$ cat src/rtl/defl_pkg.sv
package defl_pkg;
   localparam int NPORT = 4;
   localparam int PN    = 0;
   localparam int PE    = 1;
   localparam int PS    = 2;
   localparam int PW    = 3;
   localparam logic [2:0] SRC_INJ = 3'd4;
endpackage

$ cat src/rtl/defl_route.sv
module defl_route #(
   parameter int DIM_X = 4,
   parameter int DIM_Y = 4,
   parameter bit TORUS = 1'b0,
   localparam int XW = $clog2(DIM_X),
   localparam int YW = $clog2(DIM_Y)
) (
   input  logic [XW-1:0] cur_x,
   input  logic [YW-1:0] cur_y,
   input  logic [XW-1:0] dst_x,
   input  logic [YW-1:0] dst_y,
   output logic [3:0]    prod,
   output logic          here
);
   import defl_pkg::*;

   assign here = (dst_x == cur_x) && (dst_y == cur_y);

   generate
      if (TORUS) begin : g_torus
         int fx, fy;
         always_comb begin
            fx = (dst_x >= cur_x) ? int'(dst_x) - int'(cur_x)
                                  : int'(dst_x) + DIM_X - int'(cur_x);
            fy = (dst_y >= cur_y) ? int'(dst_y) - int'(cur_y)
                                  : int'(dst_y) + DIM_Y - int'(cur_y);
            prod     = '0;
            prod[PE] = (fx != 0) && (2 * fx <= DIM_X);
            prod[PW] = (fx != 0) && (2 * fx >  DIM_X);
            prod[PN] = (fy != 0) && (2 * fy <= DIM_Y);
            prod[PS] = (fy != 0) && (2 * fy >  DIM_Y);
         end
      end else begin : g_mesh
         always_comb begin
            prod     = '0;
            prod[PE] = dst_x > cur_x;
            prod[PW] = dst_x < cur_x;
            prod[PN] = dst_y > cur_y;
            prod[PS] = dst_y < cur_y;
         end
      end
   endgenerate
endmodule

$ cat src/rtl/defl_eject.sv
module defl_eject #(
   parameter int AW = 3
) (
   input  logic [3:0]         cand,
   input  logic [3:0][AW-1:0] age,
   output logic [3:0]         ej_oh
);
   logic          found;
   logic [1:0]    bi;
   logic [AW-1:0] bage;

   always_comb begin
      found = 1'b0;
      bi    = '0;
      bage  = '0;
      for (int i = 0; i < 4; i++) begin
         if (cand[i] && (!found || age[i] > bage)) begin
            found = 1'b1;
            bi    = 2'(i);
            bage  = age[i];
         end
      end
      ej_oh = '0;
      if (found) ej_oh[bi] = 1'b1;
   end
endmodule

$ cat src/rtl/defl_alloc.sv
module defl_alloc #(
   parameter int AW = 3
) (
   input  logic               clk,
   input  logic               rst_n,
   input  logic [3:0]         act,
   input  logic [3:0][3:0]    prod,
   input  logic [3:0][AW-1:0] age,
   input  logic               inj_ok,
   input  logic [3:0]         inj_prod,
   output logic [3:0]         used,
   output logic [3:0][2:0]    src
);
   import defl_pkg::*;

   logic [3:0][2:0] rank;
   logic            got;

   always_comb begin
      for (int i = 0; i < 4; i++) begin
         rank[i] = '0;
         for (int j = 0; j < 4; j++) begin
            if (act[j] && j != i &&
                (age[j] > age[i] || (age[j] == age[i] && j < i)))
               rank[i] = rank[i] + 3'd1;
         end
      end
   end

   always_comb begin
      used = '0;
      src  = '0;
      got  = 1'b0;
      for (int r = 0; r < 4; r++) begin
         for (int i = 0; i < 4; i++) begin
            if (act[i] && rank[i] == 3'(r)) begin
               got = 1'b0;
               for (int o = 0; o < 4; o++)
                  if (!got && prod[i][o] && !used[o]) begin
                     used[o] = 1'b1; src[o] = 3'(i); got = 1'b1;
                  end
               for (int o = 0; o < 4; o++)
                  if (!got && !used[o]) begin
                     used[o] = 1'b1; src[o] = 3'(i); got = 1'b1;
                  end
            end
         end
      end
      if (inj_ok) begin
         got = 1'b0;
         for (int o = 0; o < 4; o++)
            if (!got && inj_prod[o] && !used[o]) begin
               used[o] = 1'b1; src[o] = SRC_INJ; got = 1'b1;
            end
         for (int o = 0; o < 4; o++)
            if (!got && !used[o]) begin
               used[o] = 1'b1; src[o] = SRC_INJ; got = 1'b1;
            end
      end
   end

   generate
      for (genvar o = 0; o < 4; o++) begin : g_chk
         AST_LEADER_PRODUCTIVE: assert property (@(posedge clk) disable iff (!rst_n)
            (used[o] && src[o] != SRC_INJ && rank[src[o][1:0]] == 3'd0 &&
             |prod[src[o][1:0]]) |-> prod[src[o][1:0]][o]);
      end
   endgenerate

   AST_ALL_PLACED: assert property (@(posedge clk) disable iff (!rst_n)
      $countones(used) == $countones(act) + 32'(inj_ok));
endmodule

$ cat src/rtl/defl_switch.sv
module defl_switch #(
   parameter int DIM_X = 4,
   parameter int DIM_Y = 4,
   parameter bit TORUS = 1'b0,
   parameter int AW    = 3,
   parameter int SW    = 4,
   parameter int DW    = 8,
   localparam int XW   = $clog2(DIM_X),
   localparam int YW   = $clog2(DIM_Y),
   localparam int FW   = 1 + XW + YW + AW + SW + DW
) (
   input  logic            clk,
   input  logic            rst_n,
   input  logic [XW-1:0]   my_x,
   input  logic [YW-1:0]   my_y,
   input  logic [4*FW-1:0] net_in,
   input  logic            inj_req,
   input  logic [FW-1:0]   inj_flit,
   output logic            inj_ack,
   output logic [4*FW-1:0] net_out,
   output logic [FW-1:0]   ej_out
);
   import defl_pkg::*;

   localparam int AGE_LO = DW + SW;
   localparam int Y_LO   = AGE_LO + AW;
   localparam int X_LO   = Y_LO + YW;
   localparam int V_BIT  = X_LO + XW;

   if (DIM_X < 2 || DIM_Y < 2 || AW < 1 || SW < 1 || DW < 1) begin : g_bad_cfg
      $error("defl_switch: dimensions must be >= 2 and field widths >= 1");
   end

   logic [FW-1:0]      fl [5];
   logic [3:0]         vin, here_v, ej_oh, act, used;
   logic [4:0][3:0]    prod_all;
   logic [4:0]         here_all;
   logic [3:0][3:0]    prod_net;
   logic [3:0][AW-1:0] age_net;
   logic [3:0][2:0]    src;
   logic               inj_ok;
   logic [FW-1:0]      out_d [4];
   logic [FW-1:0]      out_q [4];
   logic [FW-1:0]      ej_d, ej_q;
   logic               started;

   generate
      for (genvar p = 0; p < 5; p++) begin : g_route
         if (p < 4) begin : g_net
            assign fl[p] = net_in[p*FW +: FW];
         end else begin : g_inj
            assign fl[p] = inj_flit;
         end
         defl_route #(.DIM_X(DIM_X), .DIM_Y(DIM_Y), .TORUS(TORUS)) u_route (
            .cur_x(my_x), .cur_y(my_y),
            .dst_x(fl[p][X_LO +: XW]), .dst_y(fl[p][Y_LO +: YW]),
            .prod(prod_all[p]), .here(here_all[p]));
      end
      for (genvar p = 0; p < 4; p++) begin : g_unpack
         assign vin[p]      = fl[p][V_BIT];
         assign here_v[p]   = here_all[p];
         assign prod_net[p] = prod_all[p];
         assign age_net[p]  = fl[p][AGE_LO +: AW];
         assign net_out[p*FW +: FW] = out_q[p];
      end
   endgenerate

   defl_eject #(.AW(AW)) u_eject (
      .cand(vin & here_v), .age(age_net), .ej_oh(ej_oh));

   assign act     = vin & ~ej_oh;
   assign inj_ok  = inj_req && ($countones(vin) < 4);
   assign inj_ack = inj_ok;

   defl_alloc #(.AW(AW)) u_alloc (
      .clk(clk), .rst_n(rst_n), .act(act), .prod(prod_net), .age(age_net),
      .inj_ok(inj_ok), .inj_prod(prod_all[4]), .used(used), .src(src));

   always_comb begin
      for (int o = 0; o < 4; o++) begin
         out_d[o] = '0;
         if (used[o]) begin
            out_d[o] = (src[o] == SRC_INJ) ? fl[4] : fl[src[o][1:0]];
            out_d[o][V_BIT] = 1'b1;
            if (out_d[o][AGE_LO +: AW] != {AW{1'b1}})
               out_d[o][AGE_LO +: AW] = out_d[o][AGE_LO +: AW] + 1'b1;
         end
      end
      ej_d = '0;
      for (int i = 0; i < 4; i++)
         if (ej_oh[i]) ej_d = fl[i];
   end

   always_ff @(posedge clk) begin
      if (!rst_n) begin
         for (int o = 0; o < 4; o++) out_q[o] <= '0;
         ej_q    <= '0;
         started <= 1'b0;
      end else begin
         for (int o = 0; o < 4; o++) out_q[o] <= out_d[o];
         ej_q    <= ej_d;
         started <= 1'b1;
      end
   end

   assign ej_out = ej_q;

   AST_FLIT_CONSERVE: assert property (@(posedge clk) disable iff (!rst_n)
      started |-> ($countones({out_q[0][V_BIT], out_q[1][V_BIT], out_q[2][V_BIT],
                               out_q[3][V_BIT], ej_q[V_BIT]})
                   == $past($countones(vin)) + 32'($past(inj_ack))));
   AST_EJECT_IS_LOCAL: assert property (@(posedge clk) disable iff (!rst_n)
      (started && ej_q[V_BIT]) |->
         (ej_q[X_LO +: XW] == $past(my_x) && ej_q[Y_LO +: YW] == $past(my_y)));
   AST_FULL_REFUSES: assert property (@(posedge clk) disable iff (!rst_n)
      (&vin) |-> !inj_ack);
   AST_AGE_ADVANCED: assert property (@(posedge clk) disable iff (!rst_n)
      (started && out_q[0][V_BIT]) |-> (out_q[0][AGE_LO +: AW] != '0));
endmodule

$ cat config.mk
export PLATFORM = sky130hd
export DESIGN_NAME = defl_switch
export DESIGN_NICKNAME = d
export VERILOG_FILES = /design/src/rtl/defl_pkg.sv /design/src/rtl/defl_route.sv /design/src/rtl/defl_eject.sv /design/src/rtl/defl_alloc.sv /design/src/rtl/defl_switch.sv
export SDC_FILE = /design/constraint.sdc
export NUM_CORES = 1
export LEC_CHECK = 0
export ABC_AREA = 1
export CAP_MARGIN = 20
export CORE_MARGIN = 2
export CORE_UTILIZATION = 35
export DETAILED_ROUTE_END_ITERATION = 6
export PLACE_DENSITY_LB_ADDON = 0.08
export SLEW_MARGIN = 30
export SYNTH_ARGS = -nofsm -noshare
export SYNTH_HDL_FRONTEND = slang
export SYNTH_SLANG_ARGS = --single-unit
$ cat constraint.sdc
create_clock -name clk -period 51.2 [get_ports clk]
set_input_delay 10.24 -clock clk [delete_from_list [all_inputs] [get_ports clk]]
set_output_delay 10.24 -clock clk [all_outputs]
set_load 0.005 [all_outputs]
Word level (Yosys, flattened, before mapping)
Memory sizes are Yosys's and may differ from the RTL's.
Index checks and enable logic that the tools add are counted.
- register bits after elaboration: 20
- memory bits (writable): 80
- output and inout port bits: 101
- logic and storage cells: 1250
- memories kept: 1
- memories (name ; words ; width ; read ports ; clocked after Yosys merged registers in ; write ports ; RTL line ; text):
    out_q ; 4 ; 20 ; 4 ; 0 ; 4 ; defl_switch.sv:43 ; logic [FW-1:0] out_q [4];
- add/sub/neg operators: 15
- $lt $le $gt $ge: 42
- equal/unequal tests: 34
- multiplexer cells: 660
- bitwise operators: 11
- reduce and logical (&&, ||, !) cells: 486
- operators with widths (cell ; count):
    $mux W1 ; 460
    $mux W3 ; 135
    $logic_not A1 Y1 ; 253
    $bmux W20 S3 ; 4
    $mux W20 ; 12
    $mux W19 ; 12
    $logic_and A1 B1 Y1 ; 220
    $mux W12 ; 16
    $mux W4 ; 18
    $gt A3 B3 Y1 ; 15
    $add A3 B1 Y3 const B ; 12
    $eq A3 B2 Y1 const B ; 8
    $gt A2 B2 Y1 ; 10
    $lt A2 B2 Y1 ; 10
    $eq A3 B3 Y1 ; 6
    $eq A2 B2 Y1 ; 8
    $ge A3 B4 Y1 const B ; 4
    $eq A3 B1 Y1 const B ; 4
    $eq A3 B3 Y1 const B ; 4
    $logic_not A3 Y1 ; 4
    $ne A3 B3 Y1 const B ; 4
    $not A2 Y3 ; 4
    $logic_or A1 B1 Y1 ; 9
    $and A4 B4 Y4 ; 2
    9 further kinds ; 14

Logic depth before layout (Yosys ltp)
- depth in word-level cells: 629
- gate-level depth with buffers: 147

Modules after synthesis
Synthesis repeated with hierarchy kept, for this count alone.
- cells, all modules: 2002
- area, all modules: 11841.4 sq um
- modules (own cells, without submodules) (module ; instances ; cells each ; area an instance (sq um) ; seq. area each (sq um)):
    defl_switch ; 1 ; 996 ; 6752.7 ; 2001.9
    defl_alloc ; 1 ; 819 ; 4026.4 ; 0.0
    defl_route ; 5 ; 23 ; 133.9 ; 0.0
    defl_eject ; 1 ; 72 ; 392.9 ; 0.0

Worst setup path after synthesis
Ideal clock, no wire load.
- kind: in2reg
- start: input my_y[1]
- end: memory out_q[3][13] (netlist bit)
- arrival: 23478 ps
- required time: 51087 ps
- slack: 27609 ps
- stages: 139
- buffers on the path: 2
- cells stage by stage: inv_1 -> ha_1 -> nand2_1 -> inv_1 -> nand3_2 -> inv_1 -> nand2_1 -> ha_1 -> nand2_1 -> o21ai_0 -> nand2_1 -> nand2_1 -> nand2_2 -> o21ai_0 -> ha_1 -> a21oi_1 -> o21ai_0 -> nand2_1 -> [103 not listed] -> nor2_4 -> nand2_2 -> nand2_1 -> nand2_2 -> a21oi_1 -> nand2_2 -> nand3_1 -> nand2_1 -> nand4_1 -> nand2_1 -> nand2_2 -> buf_4 -> nand2_1 -> nand2_1 -> ha_1 -> nand3_1 -> nor2_1 -> nor2_1
- RTL lines (what ; RTL line ; text):
    from (decl) ; defl_switch.sv:15 ; input logic [YW-1:0] my_y,
    to (decl) ; defl_switch.sv:43 ;

==> impl_metrics.py <==
metrics = {
    "floorplan": {
        "die_area_mm2": 0.03229,
        "io_pins": 208,
        "core_area_mm2": 0.03051,
        "start_util_pct": 35.42,
        "rows": 64,
        "die_x_um": 179.7,
        "die_h_um": 179.7,
    },
    "sta": {
        "rsz0062_at_grt": "false",
        "tightest_slew_ns": 0.9991,
        "fin_crit_sh_pct": 54.39,
        "slew_viol_final": 0,
        "fin_crit_ns": 27.85,
        "fmaxAchievable_mhz": 35.91,
        "hold_viol": 0,
        "setup_tns_ns": 0,
        "setup_violations": 0,
        "maxSlewHeadroom_pct": 33.40,
    },
    "yosys": {
        "synthArstFlopShare_pct": 0,
        "synth.avg_cell_area_um2": 5.866,
        "ys.flop_type": "dfxtp_1",
        "ys_seq_elements": 100,
        "synth.distinct_cells": 53,
        "synth_nets": 2009,
        "yosysSeqAreaShare_pct": 18.53,
        "synth_cells": 1842,
        "synth.top_cell.area_share_pct": 18.53,
        "yosysTopAreaCell": "dfxtp_1",
        "yosys_warnings": 0,
        "syn_area_mm2": 0.01081,
        "synth_area_leaders": "dfxtp_1 19%, nand2_1 17%, inv_1 7.8%",
        "synth_edf_count": 0,
    },
    "placed_design": {
        "dp.cells": 2389,
        "post-dp-hpwl_um": 33970,
        "port_buffers": 206,
        "place_area_mm2": 0.01316,
        "place_congestion": 0.9654,
    },
    "setup_path": {
        "required_ns": 51.49,
        "crit_fanout": 53,
        "cp.arrival_ns": 28.14,
        "start_kind": "input port",
        "worstSetupPathType": "in -> reg",
        "path_common_cell": "nand2_1",
        "cp_slowest_cell": "inv_1",
        "cp_slowest_stage_delay_ns": 0.60,
        "end_kind": "register",
    },
    "global_route": {
        "grt_pass1_wl_um": 69560,
        "antenna_found_initial": 0,
        "grt_max_degree": 54,
        "grt_usage_pct": 27.36,
        "grt_overflow": 0,
        "grt_pass1_vias": 12330,
    },
    "status": {
        "status": "completed",
    },
    "clock_tree": {
        "cts_resized": 0,
        "postCtsSetupRepairBufs": 0,
        "cts_root_buf": "clkbuf_16",
        "cts_made_buffers": 9,
        "clock_path_buffers": 2,
        "holdBufCountCts": 0,
        "clk_pin_slew_ns": 0.07,
        "cts.sink_count": 100,
        "h-tree-depth": 3,
        "cts_tree": "done",
    },
    "pwr": {
        "combPwrFrac_pct": 66.1,
        "p_sw_mw": 0.2411,
        "clkPwrFrac_pct": 14.9,
        "swShare_pct": 51.82,
        "total_power_mw": 0.4653,
        "vdd_ir_drop_max_v": 0.00001804,
        "powerDensity_mw_per_mm2": 34.60,
        "p_leak_nw": 6.468,
        "intPower_mw": 0.2242,
        "p_seq_share_pct": 19.0,
    },
    "detailed_routing": {
        "dr.pass1.iters": 5,
        "wl_um": 45550,
        "vias_per_cell": 5.603,
        "drtIter0Drc": 1330,
        "drc": 0,
        "antenna_left": 0,
        "drt-wirelength-per-cell_um": 18.94,
        "vias": 13480,
    },
    "finish": {
        "nets": 2171,
        "final_common_cell": "nand2_1",
        "final_cells": 2405,
        "antenna_cells": 0,
        "fill_cells": 3351,
        "drive_gt1_share_pct": 7.168,
        "design_area_mm2": 0.01345,
        "final_cell_mix": "492 x nand2_1, 225 x inv_1, 206 x clkdlybuf4s50_1",
        "utilization_pct": 44.08,
        "area_growth_pct": 24.47,
    },
    "flow_run": {
        "cap_violations": 0,
    },
    "min_path": {
        "hold_path_end": "out_q[3][3]",
        "hold_path.class": "in -> reg",
        "worst_hold_path.num_cells": 3,
        "worstHoldStart": "inj_flit[3]",
    },
}
## worst max path at each step
stage               startpoint      endpoint
finish                 my_x[1]  out_q[2][12]
global route        net_in[15]  out_q[2][12]
CTS                    my_x[1]  out_q[2][13]
detailed placement     my_x[1]  out_q[2][13]
global placement       my_x[1]  out_q[2][12]
floorplan              my_y[1]  out_q[3][13]
## worst max-delay path: cells and delay by family
kind	cells	cell delay (ns)
AO/OA/AOI/OAI	14	2.23
adder cells (fa/ha/maj)	6	1.91
buffers and inverters	8	2.52
AND/OR/NAND/NOR	103	11.17
## sequential cells by signal, indices dropped and copies added (netlist names)
name / count
out_q: 80
ej_out: 20
## stage by stage
| stage | hold WS [ns] | worst slack [ns] |
|---|---|---|
| after floorplan | 10.39 | 27.61 |
| final | 10.56 | 23.35 |
| after CTS | 10.56 | 23.71 |
| after global routing | 10.59 | 21.35 |
| after global placement | 10.93 | 23.67 |
| after detailed placement | 10.94 | 23.39 |
## metal layers
metal / vias to the layer above / GRT usage, % / routed length [um]
met5: - / 0 / 0
met1: 6210 / 36.23 / 20040
met3: 108 / 4.032 / 3460
met2: 593 / 43.83 / 20210
met4: 0 / 12.62 / 1842
li1: 6565 / - / -
## cell type report
class / instances / area, um2 / share of cell area, %
timing repair buffer: 222 / 2182 / 16.22
clock inverter: 6 / 63.81 / 0.4745
inverter: 253 / 953.4 / 7.089
multi-input combinational: 1418 / 7523 / 55.94
sequential: 100 / 2002 / 14.89
tap: 396 / 495.5 / 3.684
clock buffer: 10 / 229.0 / 1.702
## synthesized netlist by cell type (2+ instances only)
library cell    n
a211oi_1        3
a21boi_0        2
a21boi_1        5
a21oi_1       159
a21oi_2        11
a21oi_4         3
a221oi_1        2
a22oi_1         3
a31oi_1        43
buf_1           4
buf_2          19
buf_6           5
clkbuf_1       42
clkinv_1        6
dfxtp_1       100
ha_1           59
inv_1         225
inv_2          20
nand2_1       494
nand2_2        38
nand3_1       118
nand3_2        10
nand4_1        27
nor2_1         92
nor2_2         17
nor2_4          5
nor3_1          5
o2111ai_1       3
o211ai_1       57
o21ai_0       126
o21ai_1        80
o21bai_1        2
o221a_1         3
o221ai_1       16
o22ai_1        15
o2bb2ai_1       5
xnor2_1         2
## power by group through the flow
stage	Clock, mW	Combinational (mW)	Sequential, mW
final	0.0695	0.308	0.0882
after global routing	0.0741	0.343	0.0891
after CTS	0.0712	0.301	0.0884
after detailed placement	0	0.300	0.0902
after global placement	0	0.296	0.0901
after floorplan	0	0.208	0.0909
## logic make-up after synthesis
kind of cell               Yosys count  share of synthesized area [%]
AOI/OAI and AO/OA                  543                          29.45
xor gates and xnor gates             3                         0.2432
adders and majority gates           60                          7.017
buffers and inverters              324                          11.89
DFF                                100                          18.53
and+or+nand+nor                    812                          32.87
Power figures use the tool's default switching activity.
